### src/rtl/sf_pkg.sv
package sf_pkg;

    // generation state of the shadow bank
    typedef enum logic [0:0] {
        GEN_FRESH    = 1'b0,
        GEN_SHADOWED = 1'b1
    } gen_state_t;

endpackage

### src/rtl/sf_match.sv
module sf_match #(
    parameter int ADDR_W   = 8,
    parameter int NUM_REGS = 4
) (
    input  logic                             enable,
    input  logic [NUM_REGS-1:0]              reg_valid,
    input  logic [NUM_REGS-1:0][ADDR_W-1:0]  reg_base,
    input  logic [NUM_REGS-1:0][ADDR_W-1:0]  reg_mask,
    input  logic [ADDR_W-1:0]                addr,
    output logic                             hit
);

    logic [NUM_REGS-1:0] hit_vec;

    for (genvar i = 0; i < NUM_REGS; i++) begin : g_cmp
        assign hit_vec[i] = enable && reg_valid[i] &&
                            (((addr ^ reg_base[i]) & reg_mask[i]) == '0);
    end

    assign hit = |hit_vec;

endmodule

### src/rtl/sf_victim_pick.sv
module sf_victim_pick #(
    parameter int ADDR_W   = 8,
    parameter int NUM_REGS = 4,
    localparam int IW = $clog2(NUM_REGS)
) (
    input  logic [NUM_REGS-1:0]              reg_valid,
    input  logic [NUM_REGS-1:0][ADDR_W-1:0]  reg_base,
    input  logic [NUM_REGS-1:0][ADDR_W-1:0]  reg_mask,
    input  logic [ADDR_W-1:0]                addr,
    output logic [IW-1:0]                    pick_idx,
    output logic                             pick_empty
);

    localparam int CW = $clog2(ADDR_W + 2);

    logic [NUM_REGS-1:0][CW-1:0] cost;
    logic [CW-1:0]               best_cost;

    // bits each register would give up if it absorbed the address
    for (genvar i = 0; i < NUM_REGS; i++) begin : g_cost
        assign cost[i] = CW'($countones(reg_mask[i] & (reg_base[i] ^ addr)));
    end

    always_comb begin
        pick_idx   = '0;
        pick_empty = 1'b0;
        best_cost  = CW'(ADDR_W + 1);
        // descending walk leaves the lowest free index
        for (int i = NUM_REGS - 1; i >= 0; i--) begin
            if (!reg_valid[i]) begin
                pick_idx   = IW'(i);
                pick_empty = 1'b1;
            end
        end
        if (!pick_empty) begin
            // strict less-than keeps the lowest index on ties
            for (int i = 0; i < NUM_REGS; i++) begin
                if (cost[i] < best_cost) begin
                    best_cost = cost[i];
                    pick_idx  = IW'(i);
                end
            end
        end
    end

endmodule

### src/rtl/sf_wrap_tracker.sv
module sf_wrap_tracker #(
    parameter int NUM_SETS = 4,
    parameter int NUM_WAYS = 2,
    localparam int SW = $clog2(NUM_SETS)
) (
    input  logic          clk,
    input  logic          rst_n,
    input  logic          alloc_valid,
    input  logic [SW-1:0] alloc_set,
    output logic          wrap_evt
);

    localparam int CTR_W = $clog2(NUM_WAYS + 2);
    localparam logic [CTR_W-1:0] LIMIT = CTR_W'(NUM_WAYS + 1);

    logic [NUM_SETS-1:0][CTR_W-1:0] cnt_q, cnt_inc;
    logic                            all_full;

    always_comb begin
        cnt_inc = cnt_q;
        if (alloc_valid && cnt_q[alloc_set] != LIMIT) begin
            cnt_inc[alloc_set] = cnt_q[alloc_set] + 1'b1;
        end
        all_full = 1'b1;
        for (int s = 0; s < NUM_SETS; s++) begin
            if (cnt_inc[s] != LIMIT) begin
                all_full = 1'b0;
            end
        end
    end

    assign wrap_evt = alloc_valid && all_full;

    always_ff @(posedge clk) begin
        if (!rst_n) begin
            cnt_q <= '0;
        end else if (wrap_evt) begin
            cnt_q <= '0;
        end else begin
            cnt_q <= cnt_inc;
        end
    end

    for (genvar s = 0; s < NUM_SETS; s++) begin : g_chk
        // a counter never passes its ceiling
        a_r4_ctr_bound: assert property (@(posedge clk) disable iff (!rst_n)
            cnt_q[s] <= LIMIT);
    end

    // the cycle after a wrap every counter reads zero
    a_r5_ctr_cleared: assert property (@(posedge clk) disable iff (!rst_n)
        wrap_evt |=> (cnt_q == '0));

endmodule

### src/rtl/stream_snoop_filter.sv
module stream_snoop_filter #(
    parameter int ADDR_W   = 8,
    parameter int NUM_REGS = 4,
    parameter int NUM_SETS = 4,
    parameter int NUM_WAYS = 2
) (
    input  logic                        clk,
    input  logic                        rst_n,
    input  logic                        alloc_valid,
    input  logic [$clog2(NUM_SETS)-1:0] alloc_set,
    input  logic [ADDR_W-1:0]           alloc_addr,
    input  logic                        snoop_valid,
    input  logic [ADDR_W-1:0]           snoop_addr,
    output logic                        fwd_valid,
    output logic                        fwd_lookup
);
    import sf_pkg::*;

    localparam int IW = $clog2(NUM_REGS);

    gen_state_t gen_q, gen_d;

    logic [NUM_REGS-1:0]             act_valid_q, shd_valid_q, upd_valid;
    logic [NUM_REGS-1:0][ADDR_W-1:0] act_base_q, act_mask_q;
    logic [NUM_REGS-1:0][ADDR_W-1:0] shd_base_q, shd_mask_q;
    logic [NUM_REGS-1:0][ADDR_W-1:0] upd_base, upd_mask;

    logic [IW-1:0] pick_idx;
    logic          pick_empty;
    logic          wrap_evt;
    logic          act_hit, shd_hit, shd_en;

    sf_victim_pick #(.ADDR_W(ADDR_W), .NUM_REGS(NUM_REGS)) u_pick (
        .reg_valid  (act_valid_q),
        .reg_base   (act_base_q),
        .reg_mask   (act_mask_q),
        .addr       (alloc_addr),
        .pick_idx   (pick_idx),
        .pick_empty (pick_empty)
    );

    sf_wrap_tracker #(.NUM_SETS(NUM_SETS), .NUM_WAYS(NUM_WAYS)) u_wrap (
        .clk         (clk),
        .rst_n       (rst_n),
        .alloc_valid (alloc_valid),
        .alloc_set   (alloc_set),
        .wrap_evt    (wrap_evt)
    );

    assign shd_en = (gen_q == GEN_SHADOWED);

    sf_match #(.ADDR_W(ADDR_W), .NUM_REGS(NUM_REGS)) u_act_match (
        .enable    (1'b1),
        .reg_valid (act_valid_q),
        .reg_base  (act_base_q),
        .reg_mask  (act_mask_q),
        .addr      (snoop_addr),
        .hit       (act_hit)
    );

    sf_match #(.ADDR_W(ADDR_W), .NUM_REGS(NUM_REGS)) u_shd_match (
        .enable    (shd_en),
        .reg_valid (shd_valid_q),
        .reg_base  (shd_base_q),
        .reg_mask  (shd_mask_q),
        .addr      (snoop_addr),
        .hit       (shd_hit)
    );

    // working bank after absorbing this cycle's allocation
    always_comb begin
        upd_valid = act_valid_q;
        upd_base  = act_base_q;
        upd_mask  = act_mask_q;
        if (alloc_valid) begin
            upd_valid[pick_idx] = 1'b1;
            if (pick_empty) begin
                upd_base[pick_idx] = alloc_addr;
                upd_mask[pick_idx] = '1;
            end else begin
                upd_mask[pick_idx] = act_mask_q[pick_idx] &
                                     ~(act_base_q[pick_idx] ^ alloc_addr);
            end
        end
    end

    always_ff @(posedge clk) begin
        if (!rst_n) begin
            act_valid_q <= '0;
            act_base_q  <= '0;
            act_mask_q  <= '0;
            shd_valid_q <= '0;
            shd_base_q  <= '0;
            shd_mask_q  <= '0;
        end else if (wrap_evt) begin
            shd_valid_q <= upd_valid;
            shd_base_q  <= upd_base;
            shd_mask_q  <= upd_mask;
            act_valid_q <= '0;
            act_base_q  <= '0;
            act_mask_q  <= '0;
        end else begin
            act_valid_q <= upd_valid;
            act_base_q  <= upd_base;
            act_mask_q  <= upd_mask;
        end
    end

    // generation machine: next state
    always_comb begin
        gen_d = gen_q;
        unique case (gen_q)
            GEN_FRESH:    if (wrap_evt) gen_d = GEN_SHADOWED; // FIRST_ROTATE
            GEN_SHADOWED: if (wrap_evt) gen_d = GEN_SHADOWED; // ROTATE
        endcase
    end

    // generation machine: state register
    always_ff @(posedge clk) begin
        if (!rst_n) gen_q <= GEN_FRESH;
        else        gen_q <= gen_d;
    end

    // outputs: registered decision
    always_ff @(posedge clk) begin
        if (!rst_n) begin
            fwd_valid  <= 1'b0;
            fwd_lookup <= 1'b0;
        end else begin
            fwd_valid  <= snoop_valid;
            fwd_lookup <= snoop_valid && (act_hit || shd_hit);
        end
    end

    function automatic logic bank_covers(
        input logic [NUM_REGS-1:0]             v,
        input logic [NUM_REGS-1:0][ADDR_W-1:0] b,
        input logic [NUM_REGS-1:0][ADDR_W-1:0] m,
        input logic [ADDR_W-1:0]               a
    );
        logic r;
        r = 1'b0;
        for (int i = 0; i < NUM_REGS; i++) begin
            if (v[i] && (((a ^ b[i]) & m[i]) == '0)) r = 1'b1;
        end
        return r;
    endfunction

    // a decision follows every snoop one cycle later
    a_r8_valid_follows: assert property (@(posedge clk) disable iff (!rst_n)
        snoop_valid |=> fwd_valid);

    // no decision without a snoop
    a_r8_idle_quiet: assert property (@(posedge clk) disable iff (!rst_n)
        !snoop_valid |=> (!fwd_valid && !fwd_lookup));

    // an allocated line is covered by the working bank next cycle
    a_r2_alloc_covered: assert property (@(posedge clk) disable iff (!rst_n)
        (alloc_valid && !wrap_evt) |=>
        bank_covers(act_valid_q, act_base_q, act_mask_q, $past(alloc_addr)));

    // a wrap leaves the working bank empty and the shadow in use
    a_r6_bank_rotated: assert property (@(posedge clk) disable iff (!rst_n)
        wrap_evt |=> (act_valid_q == '0 && gen_q == GEN_SHADOWED));

    for (genvar i = 0; i < NUM_REGS; i++) begin : g_mask_chk
        // a live register's mask only loses bits between wraps
        a_r3_mask_shrinks: assert property (@(posedge clk) disable iff (!rst_n)
            (act_valid_q[i] && !wrap_evt) |=>
            ((act_mask_q[i] & ~$past(act_mask_q[i])) == '0));
    end

endmodule

### config.mk
export PLATFORM = sky130hd
export DESIGN_NAME = stream_snoop_filter
export DESIGN_NICKNAME = d
export VERILOG_FILES = /design/src/rtl/sf_pkg.sv /design/src/rtl/sf_match.sv /design/src/rtl/sf_victim_pick.sv /design/src/rtl/sf_wrap_tracker.sv /design/src/rtl/stream_snoop_filter.sv
export SDC_FILE = /design/constraint.sdc
export NUM_CORES = 1
export LEC_CHECK = 0
export ABC_AREA = 1
export BUFFER_PORTS_ARGS = -buffer_cell sky130_fd_sc_hd__clkbuf_2
export CAP_MARGIN = 5
export CORE_MARGIN = 2
export CORE_UTILIZATION = 31
export CTS_BUF_LIST = sky130_fd_sc_hd__clkbuf_4
export DETAILED_ROUTE_END_ITERATION = 8
export PLACE_DENSITY = 0.41
export SETUP_SLACK_MARGIN = 0.5
export SYNTH_ARGS = -nofsm -noshare
export SYNTH_HDL_FRONTEND = slang
export SYNTH_HIERARCHICAL = 1
export SYNTH_SLANG_ARGS = --single-unit
### constraint.sdc
create_clock -name clk -period 14.5 [get_ports clk]
set_input_delay 1.45 -clock clk [delete_from_list [all_inputs] [get_ports clk]]
set_output_delay 1.45 -clock clk [all_outputs]
set_load 0.01 [all_outputs]
==> summary.txt <==
Clocking
  – CTS Buffer Depth: 2
  – Setup bufs post-CTS: 0
  – Clock Latency Late Sink: 600 ps
  – Post_cts resized: 0
  – Clock transition at path regs: 150 ps
  – CTS tree: done
  – Post-CTS Hold Fix Bufs: 0
  – Clk sink count: 147
  – H-tree Lvls: 4
  – TritonCTS Buffers: 17
  – Root Driver: clkbuf_4

Pwr
  – Leakage: 4.55 nW
  – Power density over the cells: 94.8 nW/um^2
  – Max VDD drop: 0.0442 mV

Worst setup path
  – Critical path's most frequent cell: nand2_1
  – CP Class: in2reg
  – Worst setup EP type: flip-flop
  – Worst EP required: between 10,000 and 15,000 ps
  – Slowest CP cell: nand2_2
  – CP top delay family: adder cells
  – Crit Reg-Reg Endpoint: shd_base_q[8]
  – Worst R2R Path Depth: 33
  – Worst flop-to-flop path startpoint: act_base_q[1]
  – R2r setup slk: ~6700 ps
  – CP max FO: 27
  – CP Launch Type: primary input
  – Worst Path Arrival: 8830 ps
  – Buf/Inv on CP: 4
  – Crit-path max cell delay: 610 ps

Flow run
  – Max capacitance violation total: 0

Detailed routing
  – First drt pass iteration count: 6
  – Vias: 8,576
  – ANT nets after route: 0
  – DR WL/cell: between 15 and 20 um
  – WL final: 31.9 mm
  – Vias per cell: approximately 4.6
  – # DRC: 0
  – First-iteration detailed-routing DRC count: 647

Floorplanning
  – Row count: 63
  – Die width: 176 um
  – Initial Utilization: between 30% and 40%
  – Ports: 24
  – Core ar.: a little under 30,000 sq um
  – Full die area: between 30,000 and 40,000 sq um
  – Die H: 176 um

GRT
  – Initial antenna violation count: 2
  – Gr usage total: between 20% and 30%
  – Gr ovfl total: 0
  – Largest net degree at the start of global routing: roughly 70
  – Vias in the first global route: 7,629
  – First-pass GRT wire length: 47.9 mm

STA
  – Fmax: between 100 and 150 MHz
  – Unrepaired setup endpoints after global routing: false
  – Final worst path period need: 8360 ps
  – Final setup vio count: 0
  – Setup ws final: 6140 ps
  – Max-slew violation count: 0
  – Relative slew slack: between 40 and 50%
  – Fin Clk Skew: 25.4 ps
  – Setup TNS: 0 ps
  – Final hold viol count: 0
  – Worst Max-Slew Pin Slew: 876 ps
  – Tcrit/Tclk final: 57.7%

Placement
  – Detailed Place HPWL: between 20 and 25 mm
  – PortBufs: 23
  – Worst slack, placed: between 5000 and 6000 ps
  – Area after DPL: 9580 sq um
  – Final GP Congestion: 0.827

Logic synthesis
  – Area contributors post-synth: dfxtp_1 (32%), nand2_1 (21%), nor2_1 (8.0%)
  – Post-synth EDFFs: 0
  – Primary FF master, synth: dfxtp_1
  – Synthesized area: 9190 sq um
  – Sequential cell area fraction in the yosys report: 32.0%
  – Synthesis Warnings: 6
  – Count of different cell masters after synthesis: 35
  – Synth async-reset ratio: 0%
  – Avg Inst Size Synth: 6.37 sq um
  – Post-synth top area share: 32.0%
  – Register bit total from synthesis: 147
  – Area leader, netlist: dfxtp_1
  – Synth Instances: around 1.4k

Status
  – Status: complete, no violations

Layout
  – Area growth syn-to-layout: 7.55%
  – Fillcell total: 3,261
  – Net count, final: 1,510
  – Share of cells above drive strength 1: between 10% and 20%
  – Post-layout instance area: 9890 sq um

Hold path
  – Hold Crit Start: shd_mask_q[26]
  – Hold Path Sink: shd_mask_q[26]
  – Hold Crit Class: reg2reg
  – Hold depth: 2
[how the worst max path moves through the flow]
stage	slack [ps]	end	start	cells past startpoint
final	6140	shd_base_q[8]	alloc_addr[0]	34
after global routing	5550	shd_base_q[11]	alloc_addr[0]	36
after CTS	6120	shd_base_q[8]	alloc_addr[0]	34
after detailed placement	5450	shd_base_q[9]	alloc_addr[0]	34
after global placement	5650	shd_base_q[19]	alloc_addr[3]	37
after floorplan	7230	shd_base_q[2]	alloc_addr[0]	37
[cells in the final DEF, fill, tap and decap left out, types with 12 or more instances in the layout]
master    instances
a21oi_1          26
a21oi_2          16
clkbuf_2         23
clkbuf_4         17
dfxtp_1         147
fa_1             15
ha_1             28
inv_1           132
nand2_1         516
nand2_2          14
nand3_1         139
nand3_2          12
nor2_1          197
o21ai_1          36
or2_2            28
xor2_1           16
[report_power, final]
part	total (mW)	leakage [nW]	internal [mW]	switching, mW
clock network	0.298	0.163	0.121	0.176
logic	0.214	3.20	0.0703	0.143
registers	0.426	1.19	0.413	0.0129
[worst min-delay path: cells and delay by family (launching register included)]
| family | cells | cell delay [ps] |
|---|---|---|
| DFF | 1 | 340 |
| and+or+nand+nor | 2 | 100 |
[area by class of cell]
class | instances | area, sq um | share of cell area [%]
Antenna cell | 1 | 2.50 | 0.0253
Clock buffer | 17 | 128 | 1.29
Clock inverter | 15 | 181 | 1.83
Inverter | 143 | 544 | 5.50
Multi-Input combinational cell | 1107 | 5440 | 55.0
Sequential cell | 147 | 2940 | 29.8
Tap cell | 390 | 488 | 4.93
Timing Repair Buffer | 29 | 160 | 1.62
[state kept, by name (all words and copies together), names as in the netlist]
name / count
act_base_q: 32
act_mask_q: 32
act_valid_q: 4
fwd_lookup: 1
fwd_valid: 1
gen_q: 1
shd_base_q: 32
shd_mask_q: 32
shd_valid_q: 4
u_wrap/cnt_q: 8
[kinds of logic after synthesis]
| group | after synthesis | share of synthesized area [%] |
|---|---|---|
| DFF | 147 | 32.0 |
| adders and majority gates | 43 | 7.08 |
| buffers and inverters | 192 | 9.02 |
| xor gates and xnor gates | 18 | 1.71 |
| AOI/OAI and AO/OA | 95 | 5.96 |
| other | 1 | 0.0408 |
| and+or+nand+nor | 947 | 44.2 |
[routing by layer]
metal	GRT usage, %	wire length, um
met5	0	8
met4	5.96	554
met3	2.93	1470
met2	32.8	14300
met1	29.8	15600
[synth_stat cells (14+ instances only)]
library cell    n
nor2_1        197
or2_2          28
nand2_2        14
nand3_1       139
dfxtp_1       147
a21oi_1        27
clkbuf_1       23
a21oi_2        15
fa_1           15
inv_1         132
xor2_1         16
nand2_1       516
ha_1           28
o21ai_1        36
[metrics by stage]
| step | utilization [%] | cells | hold WS, ps | power [mW] |
|---|---|---|---|---|
| 2_1_floorplan | - | 1446 | 423 | 0.595 |
| 3_3_place_gp | 32.6 | 1816 | 440 | 0.649 |
| 3_5_place_dp | 32.6 | 1816 | 442 | 0.649 |
| 4_1_cts | 33.6 | 1848 | 465 | 0.951 |
| 5_1_grt | 33.6 | 1849 | 482 | 0.998 |
| 6_report | 33.6 | 1849 | 463 | 0.937 |
No activity file was read; power rests on OpenSTA's default activity.
